### config.mk
export PLATFORM = sky130hd
export DESIGN_NAME = twowire_byte_shifter
export DESIGN_NICKNAME = d
export VERILOG_FILES = /design/src/rtl/tws_pkg.sv /design/src/rtl/tws_seq.sv /design/src/rtl/tws_shift.sv /design/src/rtl/tws_arb.sv /design/src/rtl/twowire_byte_shifter.sv
export SDC_FILE = /design/constraint.sdc
export NUM_CORES = 1
export LEC_CHECK = 0
export BUFFER_PORTS_ARGS = -buffer_cell sky130_fd_sc_hd__buf_2
export CAP_MARGIN = 10
export CORE_UTILIZATION = 46
export CTS_CLUSTER_DIAMETER = 150
export DETAILED_ROUTE_END_ITERATION = 16
export PLACE_DENSITY = 0.73
export SYNTH_ARGS = -nofsm -noshare
export SYNTH_HDL_FRONTEND = slang
export SYNTH_HIERARCHICAL = 1
export SYNTH_SLANG_ARGS = --single-unit
### constraint.sdc
create_clock -name clk -period 1.7 [get_ports clk]
set_input_delay 0.34 -clock clk [delete_from_list [all_inputs] [get_ports clk]]
set_output_delay 0.34 -clock clk [all_outputs]
set_load 0.01 [all_outputs]
### src/rtl/tws_pkg.sv
package tws_pkg;
  typedef enum logic {
    XFER_TX = 1'b0,
    XFER_RX = 1'b1
  } xfer_mode_e;
endpackage

### src/rtl/tws_seq.sv
module tws_seq #(
  parameter int W = 8,
  localparam int CW = $clog2(W + 2)
) (
  input  logic          clk,
  input  logic          rst,
  input  logic          start_i,
  input  logic          rise_i,
  input  logic          fall_i,
  input  logic          arb_hit_i,
  input  logic          lost_byte_i,
  output logic          busy_o,
  output logic [CW-1:0] cnt_o,
  output logic          shift_en_o,
  output logic          clk_run_o,
  output logic          byte_done_o
);
  localparam logic [CW-1:0] LAST_IDX = CW'(W - 1);
  localparam logic [CW-1:0] ACK_IDX  = CW'(W);
  localparam logic [CW-1:0] END_IDX  = CW'(W + 1);

  logic          busy_q, run_q, done_q;
  logic [CW-1:0] cnt_q;

  assign shift_en_o  = busy_q && rise_i && (cnt_q < ACK_IDX);
  assign busy_o      = busy_q;
  assign cnt_o       = cnt_q;
  assign clk_run_o   = run_q;
  assign byte_done_o = done_q;

  always_ff @(posedge clk) begin
    if (rst) begin
      busy_q <= 1'b0;
      run_q  <= 1'b0;
      done_q <= 1'b0;
      cnt_q  <= '0;
    end else begin
      done_q <= 1'b0;
      if (start_i && !busy_q) begin
        busy_q <= 1'b1;
        run_q  <= 1'b1;
        cnt_q  <= '0;
      end else if (busy_q) begin
        if (rise_i) begin
          if (cnt_q < ACK_IDX) begin
            cnt_q <= cnt_q + CW'(1);
            if (cnt_q == LAST_IDX) done_q <= 1'b1;
          end else if (cnt_q == ACK_IDX) begin
            cnt_q <= cnt_q + CW'(1);
            if (arb_hit_i) begin
              busy_q <= 1'b0;
              run_q  <= 1'b0;
            end
          end
        end else if (fall_i) begin
          if ((cnt_q == ACK_IDX && lost_byte_i) || cnt_q == END_IDX) begin
            busy_q <= 1'b0;
            run_q  <= 1'b0;
          end
        end
      end
    end
  end

  a_r4_done_single: assert property (@(posedge clk) disable iff (rst)
    byte_done_o |=> !byte_done_o);
  a_r6_tx_keeps_clock: assert property (@(posedge clk) disable iff (rst)
    (busy_q && lost_byte_i && cnt_q < ACK_IDX) |-> run_q);
  a_r8_rx_stop_now: assert property (@(posedge clk) disable iff (rst)
    (busy_q && rise_i && cnt_q == ACK_IDX && arb_hit_i) |=> !clk_run_o);
endmodule

### src/rtl/tws_shift.sv
module tws_shift #(
  parameter int W = 8
) (
  input  logic         clk,
  input  logic         rst,
  input  logic         load_i,
  input  logic [W-1:0] load_val_i,
  input  logic         shift_en_i,
  input  logic         sda_i,
  output logic [W-1:0] data_o
);
  logic [W-1:0] sr_q;

  always_ff @(posedge clk) begin
    if (rst) begin
      sr_q <= '0;
    end else if (load_i) begin
      sr_q <= load_val_i;
    end else if (shift_en_i) begin
      sr_q <= {sr_q[W-2:0], sda_i};
    end
  end

  assign data_o = sr_q;

  a_r1_load_value: assert property (@(posedge clk) disable iff (rst)
    load_i |=> (data_o == $past(load_val_i)));
endmodule

### src/rtl/tws_arb.sv
module tws_arb
  import tws_pkg::*;
#(
  parameter int W = 8,
  localparam int CW = $clog2(W + 2)
) (
  input  logic          clk,
  input  logic          rst,
  input  logic          accept_i,
  input  logic          mode_i,
  input  logic          load_msb_i,
  input  logic          nack_i,
  input  logic          busy_i,
  input  logic          rise_i,
  input  logic          fall_i,
  input  logic [CW-1:0] cnt_i,
  input  logic          sda_i,
  input  logic          tx_bit_i,
  input  logic          clr_i,
  output logic          arb_hit_o,
  output logic          lost_byte_o,
  output logic          arb_lost_o,
  output logic          sda_pull_o
);
  localparam logic [CW-1:0] ACK_IDX = CW'(W);

  xfer_mode_e mode_q;
  logic       nack_q, lost_q, flag_q, pull_q;
  logic       in_data, in_ack, tx_hit, rx_hit;

  assign in_data   = cnt_i < ACK_IDX;
  assign in_ack    = cnt_i == ACK_IDX;
  assign tx_hit    = busy_i && rise_i && in_data && mode_q == XFER_TX
                     && !lost_q && tx_bit_i && !sda_i;
  assign rx_hit    = busy_i && rise_i && in_ack && mode_q == XFER_RX
                     && !lost_q && nack_q && !sda_i;
  assign arb_hit_o = tx_hit || rx_hit;

  always_ff @(posedge clk) begin
    if (rst) begin
      mode_q <= XFER_TX;
      nack_q <= 1'b0;
      lost_q <= 1'b0;
      flag_q <= 1'b0;
      pull_q <= 1'b0;
    end else begin
      if (arb_hit_o)   flag_q <= 1'b1;
      else if (clr_i)  flag_q <= 1'b0;

      if (accept_i) begin
        mode_q <= xfer_mode_e'(mode_i);
        nack_q <= nack_i;
        lost_q <= 1'b0;
        pull_q <= (xfer_mode_e'(mode_i) == XFER_TX) && !load_msb_i;
      end else if (busy_i) begin
        if (arb_hit_o) begin
          lost_q <= 1'b1;
          pull_q <= 1'b0;
        end else if (fall_i) begin
          if (in_data)
            pull_q <= (mode_q == XFER_TX) && !lost_q && !tx_bit_i;
          else if (in_ack)
            pull_q <= (mode_q == XFER_RX) && !lost_q && !nack_q;
          else
            pull_q <= 1'b0;
        end
      end else begin
        pull_q <= 1'b0;
      end
    end
  end

  assign lost_byte_o = lost_q;
  assign arb_lost_o  = flag_q;
  assign sda_pull_o  = pull_q;

  a_r5_flag_follows_loss: assert property (@(posedge clk) disable iff (rst)
    arb_hit_o |=> arb_lost_o);
  a_r5_release_after_loss: assert property (@(posedge clk) disable iff (rst)
    (busy_i && lost_q) |-> !sda_pull_o);
  a_r7_rx_data_released: assert property (@(posedge clk) disable iff (rst)
    (busy_i && mode_q == XFER_RX && in_data) |-> !sda_pull_o);
  a_r10_flag_sticky: assert property (@(posedge clk) disable iff (rst)
    (arb_lost_o && !clr_i) |=> arb_lost_o);
endmodule

### src/rtl/twowire_byte_shifter.sv
module twowire_byte_shifter
  import tws_pkg::*;
#(
  parameter int W = 8
) (
  input  logic         clk,
  input  logic         rst,
  input  logic         start_i,
  input  logic         mode_i,
  input  logic [W-1:0] load_byte_i,
  input  logic         nack_i,
  input  logic         scl_rise_i,
  input  logic         scl_fall_i,
  input  logic         sda_i,
  input  logic         arb_clr_i,
  output logic         sda_pull_o,
  output logic         clk_run_o,
  output logic         arb_lost_o,
  output logic         byte_done_o,
  output logic [W-1:0] data_o
);
  localparam int CW = $clog2(W + 2);

  logic          busy, shift_en, accept, arb_hit, lost_byte;
  logic [CW-1:0] cnt;
  logic [W-1:0]  load_val;

  assign accept   = start_i && !busy;
  assign load_val = (xfer_mode_e'(mode_i) == XFER_RX) ? {W{1'b1}} : load_byte_i;

  tws_seq #(.W(W)) u_seq (
    .clk         (clk),
    .rst         (rst),
    .start_i     (start_i),
    .rise_i      (scl_rise_i),
    .fall_i      (scl_fall_i),
    .arb_hit_i   (arb_hit),
    .lost_byte_i (lost_byte),
    .busy_o      (busy),
    .cnt_o       (cnt),
    .shift_en_o  (shift_en),
    .clk_run_o   (clk_run_o),
    .byte_done_o (byte_done_o)
  );

  tws_shift #(.W(W)) u_shift (
    .clk        (clk),
    .rst        (rst),
    .load_i     (accept),
    .load_val_i (load_val),
    .shift_en_i (shift_en),
    .sda_i      (sda_i),
    .data_o     (data_o)
  );

  tws_arb #(.W(W)) u_arb (
    .clk         (clk),
    .rst         (rst),
    .accept_i    (accept),
    .mode_i      (mode_i),
    .load_msb_i  (load_byte_i[W-1]),
    .nack_i      (nack_i),
    .busy_i      (busy),
    .rise_i      (scl_rise_i),
    .fall_i      (scl_fall_i),
    .cnt_i       (cnt),
    .sda_i       (sda_i),
    .tx_bit_i    (data_o[W-1]),
    .clr_i       (arb_clr_i),
    .arb_hit_o   (arb_hit),
    .lost_byte_o (lost_byte),
    .arb_lost_o  (arb_lost_o),
    .sda_pull_o  (sda_pull_o)
  );

  a_r11_busy_ignores_start: assert property (@(posedge clk) disable iff (rst)
    (busy && start_i && !scl_rise_i) |=> (data_o == $past(data_o)));
endmodule

== Word level (Yosys, flattened, before mapping) ==
Index checks and enable logic that the tools add are counted.
Widths: inputs -> output; s select.

* Register bits: 20
* Latch bits: 0
* RAM bits: 0
* Bits in read-only memories: 0
* Bits of input ports: 17
* Output and inout bits: 12
* Memories: 0

* Add/sub/neg operators: 1
* Multiply operators: 0
* Divide/modulo/power cells: 0
* Order comparisons: 1
* Eq/ne operators: 7
* Shifts and indexed selects: 0
* Muxes and demuxes: 30
* Bitwise operators: 5
* Reductions and logical operators: 37

{| class="wikitable"
|+ Operators by type and width
! kind !! number
|-
| $mux 1 || 25
|-
| $mux 8 || 3
|-
| $logic_and 1x1->1 || 18
|-
| $eq 4x4->1 const B || 2
|-
| $mux 4 || 2
|-
| $reduce_bool 2->1 || 4
|-
| $logic_not 1->1 || 6
|-
| $ne 3x1->1 const B || 2
|-
| $reduce_and 6->1 || 1
|-
| $reduce_bool 3->1 || 2
|-
| $not 1->1 || 5
|-
| $reduce_or 5->1 || 1
|-
| $add 4x1->4 const B || 1
|-
| $eq 4x3->1 const B || 1
|-
| $lt 4x4->1 const B || 1
|-
| $ne 4x4->1 const B || 1
|-
| $ne 3x3->1 const B || 1
|-
| $reduce_and 3->1 || 1
|-
| $logic_or 1x1->1 || 2
|-
| $reduce_and 2->1 || 1
|-
| $reduce_or 2->1 || 1
|}

== Logic depth before layout (Yosys ltp) ==
* Depth after elaboration: 13
* Gate-level depth with buffers: 6
* Mapped depth without buffers: 6

== By module ==
Netlist, hierarchy kept.

{| class="wikitable"
|+ Modules (own cells, without submodules)
! module !! instances !! cells an instance !! area each (um^2)
|-
| tws_seq || 1 || 44 || 401.6
|-
| tws_shift || 1 || 35 || 369.1
|-
| tws_arb || 1 || 34 || 320.3
|-
| twowire_byte_shifter || 1 || 9 || 56.3
|}

== Worst setup path after synthesis ==
No wires, ideal clock.

* Path type: register to register
* Start: register u_seq.busy_q (netlist: u_seq/busy_o)
* End: register u_arb.pull_q (netlist: u_arb/sda_pull_o)
* Setup time: 117 ps
* Arrival time: 1745 ps
* Data required time: 1583 ps
* Slack: -162 ps
* Stages on the path, launching flop included: 7
* Period minus slack after synthesis: 1862 ps
* Cell sequence: dfxtp_1 > nor2b_1 > buf_6 > nor3b_2 > a221o_1 > a211o_1 > a32o_1

* Elaborated cells on any way between the ends: 18

{| class="wikitable"
|+ RTL lines
! element !! line !! source
|-
| start: declaration || tws_seq.sv:22 || <nowiki>logic busy_q, run_q, done_q;</nowiki>
|-
| start signal: assignment || tws_seq.sv:33 || <nowiki>busy_q <= 1'b0;</nowiki>
|-
| start signal: assignment || tws_seq.sv:40 || <nowiki>busy_q <= 1'b1;</nowiki>
|-
| start signal: assignment || tws_seq.sv:51 || <nowiki>busy_q <= 1'b0;</nowiki>
|-
| $logic_not 1->1 * || twowire_byte_shifter.sv:28 || <nowiki>assign accept = start_i && !busy;</nowiki>
|-
| $logic_and 1x1->1 * || twowire_byte_shifter.sv:28 ||
|-
| via accept || twowire_byte_shifter.sv:24 || <nowiki>logic busy, shift_en, accept, arb_hit, lost_byte;</nowiki>
|-
| $ne 4x4->1 (no line) or $mux 1 (tied branches) || -- ||
|-
| end signal: assignment || tws_arb.sv:54 || <nowiki>pull_q <= (xfer_mode_e'(mode_i) == XFER_TX) && !load_msb_i;</nowiki>
|-
| end signal: assignment || tws_arb.sv:61 || <nowiki>pull_q <= (mode_q == XFER_TX) && !lost_q && !tx_bit_i;</nowiki>
|-
| end signal: assignment || tws_arb.sv:63 || <nowiki>pull_q <= (mode_q == XFER_RX) && !lost_q && !nack_q;</nowiki>
|-
| end: declaration || tws_arb.sv:28 || <nowiki>logic nack_q, lost_q, flag_q, pull_q;</nowiki>
|}

Mark *: on every way through the listed nets, which the timed path passes. The rest lies on a longest branch.
A chain may end at the register's enable or synchronous reset.

== Final worst setup path ==
* Start: register u_arb.lost_q (netlist: u_arb/lost_byte_o)
* End: register u_seq.busy_q (netlist: u_seq/busy_o)

* Longest elaborated chain between the ends: 11
* Elaborated cells on any way between the ends: 18

{| class="wikitable"
|+ Ends and longest elaborated chain
! element !! line !! source
|-
| start: declaration || tws_arb.sv:28 ||
|-
| start signal: assignment || tws_arb.sv:43 || <nowiki>lost_q <= 1'b0;</nowiki>
|-
| start signal: assignment || tws_arb.sv:53 || <nowiki>lost_q <= 1'b0;</nowiki>
|-
| start signal: assignment || tws_arb.sv:57 || <nowiki>lost_q <= 1'b1;</nowiki>
|-
| $logic_not 1->1 * || tws_arb.sv:34, tws_arb.sv:36 ||
|-
| $logic_and 1x1->1 (on tied branches) (3 in a row) || tws_arb.sv:34, tws_arb.sv:36 ||
|-
| $logic_or 1x1->1 * || tws_arb.sv:37 || <nowiki>assign arb_hit_o = tx_hit || rx_hit;</nowiki>
|-
| via arb_hit || twowire_byte_shifter.sv:24 ||
|-
| $mux 1 * || tws_seq.sv:50 || <nowiki>if (arb_hit_i) begin</nowiki>
|-
| $mux 1 * || tws_seq.sv:48 || <nowiki>end else if (cnt_q == ACK_IDX) begin</nowiki>
|-
| $mux 1 * || tws_seq.sv:45 || <nowiki>if (cnt_q < ACK_IDX) begin</nowiki>
|-
| $mux 1 * || tws_seq.sv:44 || <nowiki>if (rise_i) begin</nowiki>
|-
| $mux 1 * || tws_seq.sv:43 || <nowiki>end else if (busy_q) begin</nowiki>
|-
| $mux 1 * || tws_seq.sv:39 || <nowiki>if (start_i && !busy_q) begin</nowiki>
|-
| end signal: assignment || tws_seq.sv:40 ||
|-
| end signal: assignment || tws_seq.sv:51 ||
|-
| end signal: assignment || tws_seq.sv:57 || <nowiki>busy_q <= 1'b0;</nowiki>
|}

Marked as above.

==> run_results.csv <==
group,metric,value,unit
timing,worstMarginPinSlew,0.389,ns
clock_network,clockBufferDepth,2,
timing,finalCritPeriodShare,0.950,
timing,clock_skew,0.00183,ns
critical_path,crit_required,1.88,ns
synth,post-synth-top-area-cell,"dfxtp_1",
timing,slew-limit-headroom,0.737,
synth,synth_cell_type_count,35,
clock_network,clock-sinks,20,
timing,final-setup-viol-count,0,
global_routing,grt_pass1_vias,926,
outcome,status,"finished clean",
place,hpwlAfterDp,1920,um
pwr,p_clk_frac,0.229,
pwr,comb_power_share,0.220,
synth,avgSynthCellArea,9.40,sq um
run,drv_cap,0,
clock_network,cts_buffers,3,
cells_and_area,syn2layout_area_growth,22.7,%
routing,wl_per_cell,13.6,um
floorplanning,die_area,2700,sq um
cells_and_area,finalInstanceArea,1410,sq um
timing,finalHoldViolCount,0,
clock_network,cts_tree,"done",
floorplanning,dieHeight,51.9,um
synth,synth.most_common_cell,"dfxtp_1",
global_routing,antenna_found_initial,0,
pwr,power.switching,261,uW
timing,period_needed,1.61,ns
clock_network,clk_latency,0.29,ns
cells_and_area,drive_gt1_frac,0.350,
synth,ys_ff_latch,20,
pwr,sw_frac_of_total,0.276,
critical_path,arrival,1.79,ns
pwr,ir_worst_vdd,0.510,mV
global_routing,grt_overflow_total,0,
critical_path,start_kind,"flip-flop",
floorplanning,core,2280,sq um
pwr,leakage,0.589,nW
routing,drc_errors,0,
floorplanning,start_util,0.504,
synth,synth_top_flop_cell,"dfxtp_1",
critical_path,end_kind,"flip-flop",
pwr,power_density,672,nW/um^2
timing,worst_hold_slack,0.277,ns
place,place_congestion,0.768,
floorplanning,ios,29,
synth,synth-async-reset-ratio,0,
floorplanning,rows,17,
clock_network,clk_pin_slew_worst_paths,0.10,ns
synth,synth_seq_area_share,0.349,
synth,synthTopCellsByArea,"dfxtp_1 35%, mux2i_1 10%, nor2b_1 6.5%",
pwr,p_total,946,uW
global_routing,grt_max_degree,17,
synth,synth_commonest_cells,"20 x dfxtp_1, 12 x mux2i_1, 12 x nor2b_1",
clock_network,clockRootBuffer,"clkbuf_4",
synth,yosys_warnings,6,
hold_path,hold_class,"input port to flip-flop",
pwr,p_seq_frac,0.550,
critical_path,critPathMaxFanout,5,
critical_path,crit_type,"flip-flop to flip-flop",
floorplanning,die_x,51.9,um
timing,slew_viol_final,0,
routing,antenna_left,0,
routing,drtIter0Drc,11,
synth,netlist_instances,122,
pwr,internal_power,685,uW
timing,max_freq,0.619,GHz
global_routing,grt_pass1_wl,4150,um
routing,wl,2560,um
clock_network,htree_num_levels,1,
synth,netlist_area,1150,sq um
place,placed_area,1380,sq um
synth,synth_edf_count,0,
place,io_buffer_count,28,
synth,synth_top_cell_area_share,0.349,
synth,syn-num-nets,142,
routing,vias,1023,
cells_and_area,final_nets,182,
routing,drt-pass1-iter-count,4,
global_routing,grtUsageTotal,0.211,
clock_network,postCtsSetupBuffers,0,
routing,vias_per_cell,5.44,
cells_and_area,num_antenna_cells,0,
metrics by stage:
step / util / setup slack (ns) / setup TNS (ns) / cells
finish: 0.618 / 0.0857 / 0 / 188
global route: 0.618 / -0.0502 / -0.0937 / 188
CTS: 0.616 / 0.0735 / 0 / 188
detailed placement: 0.606 / 0.0747 / 0 / 185
global placement: 0.606 / 0.0823 / 0 / 185
floorplan: - / 0.0244 / 0 / 122
final cells by class:
type	instances	area, sq um
Clock buffer	3	22.5
Timing Repair Buffer	38	215
Tap cell	28	35.0
Sequential cell	20	400
Multi-Input combinational cell	92	708
Inverter	7	26.3
Fill cell	201	868
cell usage in the layout, fill, tap and decap left out, types with 2 or more instances in the layout:
cell and instances:
o21a_1 2, nor3_2 3, buf_4 10, nand2_1 4, nand3_1 5, inv_1 6
a211o_1 2, nor4_1 2, mux2i_1 12, nand2b_4 2, or2_1 9, nor2b_1 11
clkbuf_4 3, nor3b_1 3, ha_1 3, dfxtp_1 20, a21oi_1 2, and3_2 2
a211oi_1 8, buf_2 28, nor2_1 6
worst max-delay path, stage by stage (launching register included):
cell and delay, ns:
dfxtp_1 0.37, nor4b_1 0.41, a31oi_2 0.11, nor3_2 0.24, nand2_1 0.12, nor3_2 0.17, nor4_1 0.08
power by group through the flow:
stage	combinational, mW	sequential (mW)	clock [mW]
2_1_floorplan	0.117	0.539	0
3_3_place_gp	0.201	0.530	0
3_5_place_dp	0.205	0.531	0
4_1_cts	0.207	0.521	0.231
5_1_grt	0.228	0.526	0.259
6_report	0.208	0.521	0.217
path summary, 6_finish.rpt:
check / from / end / slack (ns) / depth (start not counted)
setup / recovery: u_arb/lost_byte_o$_SDFFE_PP0P_ / u_seq/busy_o$_SDFF_PP0_ / 0.09 / 6
hold / removal: nack_i / u_arb/nack_q$_SDFFE_PP0P_ / 0.28 / 3
setup reg to reg: u_arb/lost_byte_o$_SDFFE_PP0P_ / u_seq/busy_o$_SDFF_PP0_ / 0.09 / 6
hold reg to reg: u_seq/clk_run_o$_SDFFE_PP0P_ / u_seq/clk_run_o$_SDFFE_PP0P_ / 0.48 / 2
routing by layer:
metal / GRT usage / part of all wire / vias to the layer above
met5: 0 / 0 / -
met4: 0.0811 / 0.013 / 0
met3: 0.0556 / 0.051 / 5
met2: 0.357 / 0.48 / 25
met1: 0.250 / 0.45 / 474
li1: - / - / 519
what timing repair did:
item | in CTS | in global routing
hold buffers | 0 | 0
setup endpoints to repair | 0 | 1
gates resized for setup | 0 | 1
cell families after synthesis:
family | share of synthesized area
compound gates | 0.149
fa+ha+maj | 0.0327
buf+inv | 0.0458
flops | 0.349
mux | 0.105
simple gates | 0.318
state kept, by name (all words and copies together) (netlist names):
register,flops
u_seq/cnt_o,4
u_arb/arb_lost_o,1
u_shift/data_o,8
u_arb/sda_pull_o,1
u_arb/nack_q,1
u_seq/clk_run_o,1
u_arb/lost_byte_o,1
u_arb/mode_q,1
u_seq/busy_o,1
u_seq/byte_done_o,1
Power figures use the tool's default switching activity.
